`config.mk`:
```
export PLATFORM = sky130hd
export DESIGN_NAME = mac_loop_switch
export DESIGN_NICKNAME = d
export VERILOG_FILES = /design/src/rtl/mls_pkg.sv /design/src/rtl/mls_mode_ctrl.sv /design/src/rtl/mls_clk_div.sv /design/src/rtl/mls_path_mux.sv /design/src/rtl/mac_loop_switch.sv
export SDC_FILE = /design/constraint.sdc
export NUM_CORES = 1
export LEC_CHECK = 0
export BUFFER_PORTS_ARGS = -buffer_cell sky130_fd_sc_hd__buf_2
export CORE_AREA = 2 2 39 41
export CTS_CLUSTER_SIZE = 12
export DETAILED_ROUTE_END_ITERATION = 7
export DIE_AREA = 0 0 41 43
export PLACE_DENSITY = 0.64
export SLEW_MARGIN = 20
export SYNTH_ARGS = -nofsm -noshare
export SYNTH_HDL_FRONTEND = slang
export SYNTH_SLANG_ARGS = --single-unit
```
`constraint.sdc`:
```
create_clock -name clk -period 0.95 [get_ports clk]
set_input_delay 0.095 -clock clk [delete_from_list [all_inputs] [get_ports clk]]
set_output_delay 0.095 -clock clk [all_outputs]
set_load 0.01 [all_outputs]
```
`src/rtl/mls_pkg.sv`:
```
package mls_pkg;
   typedef enum logic {
      MODE_PASS = 1'b0,
      MODE_LOOP = 1'b1
   } mls_mode_e;

   function automatic int unsigned half_of(input int unsigned div);
      return div / 2;
   endfunction
endpackage

```
`src/rtl/mls_mode_ctrl.sv`:
```
module mls_mode_ctrl
   import mls_pkg::*;
(
   input  logic      clk,
   input  logic      rst_n,
   input  logic      llb_req,
   input  logic      rx_en,
   input  logic      tx_en,
   output mls_mode_e mode,
   output logic      mode_err
);
   mls_mode_e mode_q;
   logic      err_q;
   logic      busy;
   mls_mode_e want;

   assign busy = rx_en | tx_en;
   assign want = llb_req ? MODE_LOOP : MODE_PASS;

   always_ff @(posedge clk or negedge rst_n) begin
      if (!rst_n) begin
         mode_q <= MODE_PASS;
         err_q  <= 1'b0;
      end else begin
         if (!busy)
            mode_q <= want;
         err_q <= busy && (want != mode_q);
      end
   end

   assign mode     = mode_q;
   assign mode_err = err_q;

   // an enabled datapath freezes the mode
   p_hold_busy_r8: assert property (@(posedge clk) disable iff (!rst_n)
      busy |=> mode_q == $past(mode_q));
   // an error is only ever reported after a cycle with a datapath enabled
   p_err_needs_busy_r9: assert property (@(posedge clk) disable iff (!rst_n)
      err_q |-> $past(busy));
   // when idle, the request is taken at the next edge
   p_take_idle_r8: assert property (@(posedge clk) disable iff (!rst_n)
      !busy |=> mode_q == $past(want));
endmodule

```
`src/rtl/mls_clk_div.sv`:
```
module mls_clk_div #(
   parameter int unsigned DIV = 4
) (
   input  logic clk,
   input  logic rst_n,
   input  logic run,
   output logic lclk
);
   localparam int unsigned HALF = mls_pkg::half_of(DIV);
   localparam int unsigned CW   = (HALF > 1) ? $clog2(HALF) : 1;
   localparam logic [CW-1:0] LAST = CW'(HALF - 1);

   generate
      if (DIV < 2 || (DIV % 2) != 0) begin : g_bad_div
         $error("mls_clk_div: DIV must be even and at least 2");
      end
   endgenerate

   logic [CW-1:0] cnt_q;
   logic          lclk_q;

   always_ff @(posedge clk or negedge rst_n) begin
      if (!rst_n) begin
         cnt_q  <= '0;
         lclk_q <= 1'b0;
      end else if (!run) begin
         cnt_q  <= '0;
         lclk_q <= 1'b0;
      end else if (cnt_q == LAST) begin
         cnt_q  <= '0;
         lclk_q <= ~lclk_q;
      end else begin
         cnt_q  <= cnt_q + 1'b1;
      end
   end

   assign lclk = lclk_q;

   // the loop clock rests low outside loopback
   p_idle_low_r6: assert property (@(posedge clk) disable iff (!rst_n)
      !run |=> !lclk_q);

   generate
      if (HALF > 1) begin : g_wide_half
         // a new level is held for more than one system clock
         p_hold_level_r6: assert property (@(posedge clk) disable iff (!rst_n)
            (run && $rose(lclk_q)) |=> (lclk_q || !$past(run)));
      end
   endgenerate
endmodule

```
`src/rtl/mls_path_mux.sv`:
```
module mls_path_mux #(
   parameter int unsigned DATA_W     = 4,
   parameter bit          LOOP_STAGE = 1'b0
) (
   input  logic              clk,
   input  logic              rst_n,
   input  logic              loop,
   input  logic              lclk,
   input  logic              cfg_full_duplex,
   input  logic [DATA_W-1:0] mac_txd,
   input  logic              mac_tx_en,
   input  logic [DATA_W-1:0] phy_rxd,
   input  logic              phy_rx_dv,
   input  logic              phy_rx_er,
   input  logic              phy_crs,
   input  logic              phy_col,
   input  logic              phy_rx_clk,
   input  logic              phy_tx_clk,
   output logic [DATA_W-1:0] mac_rxd,
   output logic              mac_rx_dv,
   output logic              mac_rx_er,
   output logic              mac_crs,
   output logic              mac_col,
   output logic              mac_rx_clk,
   output logic              mac_tx_clk,
   output logic              mac_full_duplex,
   output logic [DATA_W-1:0] phy_txd,
   output logic              phy_tx_en
);
   logic [DATA_W-1:0] lp_d;
   logic              lp_v;

   generate
      if (LOOP_STAGE) begin : g_staged
         logic [DATA_W-1:0] d_q;
         logic              v_q;
         always_ff @(posedge clk or negedge rst_n) begin
            if (!rst_n) begin
               d_q <= '0;
               v_q <= 1'b0;
            end else begin
               d_q <= loop ? mac_txd : '0;
               v_q <= loop & mac_tx_en;
            end
         end
         assign lp_d = d_q;
         assign lp_v = v_q;
      end else begin : g_direct
         assign lp_d = mac_txd;
         assign lp_v = mac_tx_en;
         // transmit enable reappears as receive valid
         p_loop_valid_r3: assert property (@(posedge clk) disable iff (!rst_n)
            loop |-> (mac_rx_dv == mac_tx_en));
      end
   endgenerate

   always_comb begin
      if (loop) begin
         mac_rxd         = lp_d;
         mac_rx_dv       = lp_v;
         mac_rx_er       = 1'b0;
         mac_crs         = 1'b0;
         mac_col         = 1'b0;
         mac_rx_clk      = lclk;
         mac_tx_clk      = lclk;
         mac_full_duplex = 1'b1;
         phy_txd         = '0;
         phy_tx_en       = 1'b0;
      end else begin
         mac_rxd         = phy_rxd;
         mac_rx_dv       = phy_rx_dv;
         mac_rx_er       = phy_rx_er;
         mac_crs         = phy_crs;
         mac_col         = phy_col;
         mac_rx_clk      = phy_rx_clk;
         mac_tx_clk      = phy_tx_clk;
         mac_full_duplex = cfg_full_duplex;
         phy_txd         = mac_txd;
         phy_tx_en       = mac_tx_en;
      end
   end

   // line status is silenced during loopback
   p_quiet_status_r5: assert property (@(posedge clk) disable iff (!rst_n)
      loop |-> !(mac_rx_er || mac_crs || mac_col));
   // duplex is forced to full during loopback
   p_full_duplex_r4: assert property (@(posedge clk) disable iff (!rst_n)
      loop |-> mac_full_duplex);
   // nothing reaches the PHY transmitter during loopback
   p_phy_tx_idle_r2: assert property (@(posedge clk) disable iff (!rst_n)
      loop |-> !phy_tx_en);
endmodule

```
`src/rtl/mac_loop_switch.sv`:
```
module mac_loop_switch
   import mls_pkg::*;
#(
   parameter int unsigned DATA_W     = 4,
   parameter int unsigned DIV        = 4,
   parameter bit          LOOP_STAGE = 1'b0
) (
   input  logic              clk,
   input  logic              rst_n,
   input  logic              llb_req,
   input  logic              lb_req,
   input  logic              rx_en,
   input  logic              tx_en,
   input  logic              cfg_full_duplex,
   input  logic [DATA_W-1:0] mac_txd,
   input  logic              mac_tx_en,
   input  logic [DATA_W-1:0] phy_rxd,
   input  logic              phy_rx_dv,
   input  logic              phy_rx_er,
   input  logic              phy_crs,
   input  logic              phy_col,
   input  logic              phy_rx_clk,
   input  logic              phy_tx_clk,
   output logic [DATA_W-1:0] mac_rxd,
   output logic              mac_rx_dv,
   output logic              mac_rx_er,
   output logic              mac_crs,
   output logic              mac_col,
   output logic              mac_rx_clk,
   output logic              mac_tx_clk,
   output logic              mac_full_duplex,
   output logic [DATA_W-1:0] phy_txd,
   output logic              phy_tx_en,
   output logic              phy_loopback,
   output logic              llb_active,
   output logic              mode_err
);
   generate
      if (DATA_W < 1) begin : g_bad_width
         $error("mac_loop_switch: DATA_W must be at least 1");
      end
   endgenerate

   mls_mode_e mode;
   logic      loop;
   logic      lclk;

   mls_mode_ctrl u_mode (
      .clk      (clk),
      .rst_n    (rst_n),
      .llb_req  (llb_req),
      .rx_en    (rx_en),
      .tx_en    (tx_en),
      .mode     (mode),
      .mode_err (mode_err)
   );

   assign loop       = (mode == MODE_LOOP);
   assign llb_active = loop;

   mls_clk_div #(.DIV(DIV)) u_div (
      .clk   (clk),
      .rst_n (rst_n),
      .run   (loop),
      .lclk  (lclk)
   );

   mls_path_mux #(.DATA_W(DATA_W), .LOOP_STAGE(LOOP_STAGE)) u_mux (
      .clk             (clk),
      .rst_n           (rst_n),
      .loop            (loop),
      .lclk            (lclk),
      .cfg_full_duplex (cfg_full_duplex),
      .mac_txd         (mac_txd),
      .mac_tx_en       (mac_tx_en),
      .phy_rxd         (phy_rxd),
      .phy_rx_dv       (phy_rx_dv),
      .phy_rx_er       (phy_rx_er),
      .phy_crs         (phy_crs),
      .phy_col         (phy_col),
      .phy_rx_clk      (phy_rx_clk),
      .phy_tx_clk      (phy_tx_clk),
      .mac_rxd         (mac_rxd),
      .mac_rx_dv       (mac_rx_dv),
      .mac_rx_er       (mac_rx_er),
      .mac_crs         (mac_crs),
      .mac_col         (mac_col),
      .mac_rx_clk      (mac_rx_clk),
      .mac_tx_clk      (mac_tx_clk),
      .mac_full_duplex (mac_full_duplex),
      .phy_txd         (phy_txd),
      .phy_tx_en       (phy_tx_en)
   );

   assign phy_loopback = lb_req;

   // both MAC clocks come from the one divider during loopback
   p_clocks_match_r6: assert property (@(posedge clk) disable iff (!rst_n)
      loop |-> (mac_rx_clk == mac_tx_clk));
   // the mode only flips at an edge where both datapaths were off
   p_flip_idle_r8: assert property (@(posedge clk) disable iff (!rst_n)
      (loop != $past(loop)) |-> !$past(rx_en || tx_en));
endmodule

```
==> qor.log <==
[route] Pre-antenna DRT Iters 2
[clocking] TritonCTS clock tree built
[yosys] cells taking the most area after synthesis sky130_fd_sc_hd__dfrtp_1 31%, sky130_fd_sc_hd__mux2_4 19%, sky130_fd_sc_hd__nor2b_1 16%
[setup_path] CP Data Required Time 0.85 ns
[yosys] adder-cell share of the synthesized area 0%
[yosys] share of the synthesized area in the top cell type 31.0%
[finish] signed area change from the synthesized netlist to the final layout 111%
[worst_hold_path] Hold Crit Class primary input to flop
[finish] share of layout cells above drive strength 1 75.9%
[power_and_ir_drop] maximum resistive drop on vdd 775 uV
[yosys] share of synthesized cell area in and, or, nand and nor gates 25.2%
[setup_path] critical path class flop to output port
[yosys] netlist area before placement 323 sq um
[grt] global-route wire length before repair 1230 microns
[setup_path] type of element capturing the critical path output port
[route] average wire per cell in the routed design 9.59 microns
[grt] number of global-route vias before repair 344
[placed_design] post-detail-place hpwl 695 microns
[route] number of violations reported at the end of detailed-routing iteration 0 3
[clocking] CTS root buf sky130_fd_sc_hd__clkbuf_4
[route] total number of vias 384
[status] violations in the final reports setup timing
[finish] Nets 102
[clocking] buffers from clock root to sink, at most 2
[die] vertical die dimension 43 microns
[sta] total count of hold-check failures in the final report 0
[placed_design] setup slack at placement -0.161 ns
[yosys] Yosys Warn Count 0
[yosys] cell type contributing the most total cell area after synthesis sky130_fd_sc_hd__dfrtp_1
[route] residual DRC count 0
[die] floorplan core area 1380 sq um
[yosys] net count after synthesis 55
[sta] Clock Skews 0.00445 ns
[route] via-per-instance ratio 4.04
[yosys] XOR/XNOR share of the synthesized area 5.43%
[placed_design] final weighted congestion in routability-driven placement 0.636
[sta] share of the clock period used by the worst path after layout 137%
[finish] n_diodes 0
[clocking] clk_lat worst skew 0.24 ns
[yosys] fraction of synthesized area in multiplexers 25.6%
[sta] sum of negative setup slack -5.51 ns
[yosys] register bit total from synthesis 4
[die] Site Rows 14
[route] post-route ant nets 0
[sta] Least-Margin Pin Slew 0.204 ns
[yosys] post-synthesis instance total 33
[grt] overall overflow remaining after global route 0
[run] max cap viols 0
[sta] Final Setup Violations 21
[setup_path] Critical Path Start Type flop
[grt] initial antenna violation count 0
[grt] total routing usage reported by global routing 10.3%
[sta] minimum setup slack in the final design -0.353 ns
[sta] number of max-slew violations in the final report 0
[clocking] clock transition at the register clock pins on the worst setup and hold paths after CTS 0.04 ns
[sta] RSZ-0062 raised after global routing true
[yosys] mean cell area of the mapped netlist 9.78 sq um
[grt] pin count of the biggest net entering global routing 8
[status] status finished, violations left
[power_and_ir_drop] Pwr Total 1.00 mW
[clocking] total CTS buffers 3
[power_and_ir_drop] total leakage power 0.395 nW
[yosys] synth unique cells 16
[setup_path] Worst Path Max Fanout 7
[yosys] main combinational cell family by area after synthesis multiplexers
[clocking] maximum level of the CTS H-tree 1
[sta] Final min period 1.30 ns
[sta] Post-Route Hold Slack 0.134 ns
[sta] worst-case headroom to the max-slew limit 86.3%
[setup_path] crit path DAT 1.21 ns
[die] Die W 41 microns
[die] initial cell density of the core 23.3%
[placed_design] number of buffer cells added on primary ports 38
[die] total die area 1760 sq um
[yosys] post-synthesis compound-gate area fraction 3.10%
[route] Detailed Route WL 911 microns
[yosys] Seq/Total Area, Yosys 31.0%
[power_and_ir_drop] Pwr per Cell Area 1470 nW/um^2
[clocking] clock tree sinks 4
[die] I/O pin cnt 41
[sta] Max Clock Freq 0.768 GHz
[metal layers]
metal  up-vias  wire length [microns]  global-route usage (%)
li1        194                      -                       -
met3         0                     70                    4.71
met1       176                    323                    8.85
met2        14                    517                    18.8
met4         0                      0                    4.00
met5         -                      0                       0
[Yosys cell counts, drive strengths merged]
library cell / number
mux2: 6
or2: 1
nor2: 2
nor2b: 8
nand2: 1
dfrtp: 4
and2b: 1
buf: 3
xor2: 1
and2: 1
xnor2: 1
o21ai: 2
inv: 2
[power by group]
| part | leakage, nW | switching (mW) | internal [mW] | total [mW] |
|---|---|---|---|---|
| Clock | 0.0150 | 0.0729 | 0.158 | 0.231 |
| Combinational | 0.332 | 0.198 | 0.320 | 0.518 |
| Sequential | 0.0487 | 0.0446 | 0.206 | 0.251 |
| Total | 0.395 | 0.315 | 0.685 | 1.00 |
[placed cells by master, fill, tap and decap left out, types with 2 or more instances in the layout]
cell type	count
sky130_fd_sc_hd__buf_2	33
sky130_fd_sc_hd__dfrtp_1	3
sky130_fd_sc_hd__inv_1	2
sky130_fd_sc_hd__buf_6	10
sky130_fd_sc_hd__clkbuf_4	3
sky130_fd_sc_hd__nor2_1	2
sky130_fd_sc_hd__nor2b_1	6
sky130_fd_sc_hd__mux2_4	5
sky130_fd_sc_hd__nor2b_4	2
[through the flow]
stage               cell area [sq um]  std cells  utilization, %
floorplan                         330         33               -
global placement                  533         87            38.5
global route                      682         95            49.3
finish                            682         95            49.3
detailed placement                533         87            38.5
CTS                               661         95            47.7
[flip-flops by register name (all words and copies together) (netlist names)]
| signal | count |
|---|---|
| u_mode.mode_err | 1 |
| u_div.cnt_q | 1 |
| u_div.lclk | 1 |
| u_mode.mode | 1 |
[worst paths after layout]
| kind | startpoint | to | depth (start not counted) | slack, ns |
|---|---|---|---|---|
| worst max-delay path | u_mode.mode | phy_txd[0] | 4 | -0.35 |
| worst min-delay path | rx_en | u_mode.mode_err | 3 | 0.13 |
| worst max register to register | u_mode.mode | u_mode.mode | 4 | -0.28 |
| worst min register to register | u_div.cnt_q | u_div.cnt_q | 1 | 0.47 |
| max in group asynchronous | rst_n | u_mode.mode | 2 | 0.63 |
| min in group asynchronous | rst_n | u_mode.mode_err | 2 | 0.19 |
[timing repair]
item                                    CTS  global route
endpoints found under the hold margin     4             0
pin swaps                                 5             1
endpoints found under the setup margin   19            21
buffers inserted                          3             0
resized for setup                        18             4
hold buffers                              1             0
[kinds of logic after synthesis]
family / after synthesis
simple gates: 14
mux: 6
buf+inv: 5
xor+xnor: 2
compound gates: 2
flops: 4
[area by class of cell]
cell class / count / area [sq um]
multi-input cells: 24 / 231
fillers: 135 / 702
inverters: 2 / 7.51
well taps: 16 / 20.0
repair buffers: 45 / 295
flip-flops and latches: 4 / 101
clock buffers: 4 / 26.3
[critical path, cell delays in order, from the launching register on]
cell	delay (ns)
sky130_fd_sc_hd__dfrtp_2	0.47
sky130_fd_sc_hd__buf_6	0.16
sky130_fd_sc_hd__buf_6	0.12
sky130_fd_sc_hd__nor2b_1	0.09
sky130_fd_sc_hd__buf_2	0.13
No activity file was read; power rests on OpenSTA's default activity.
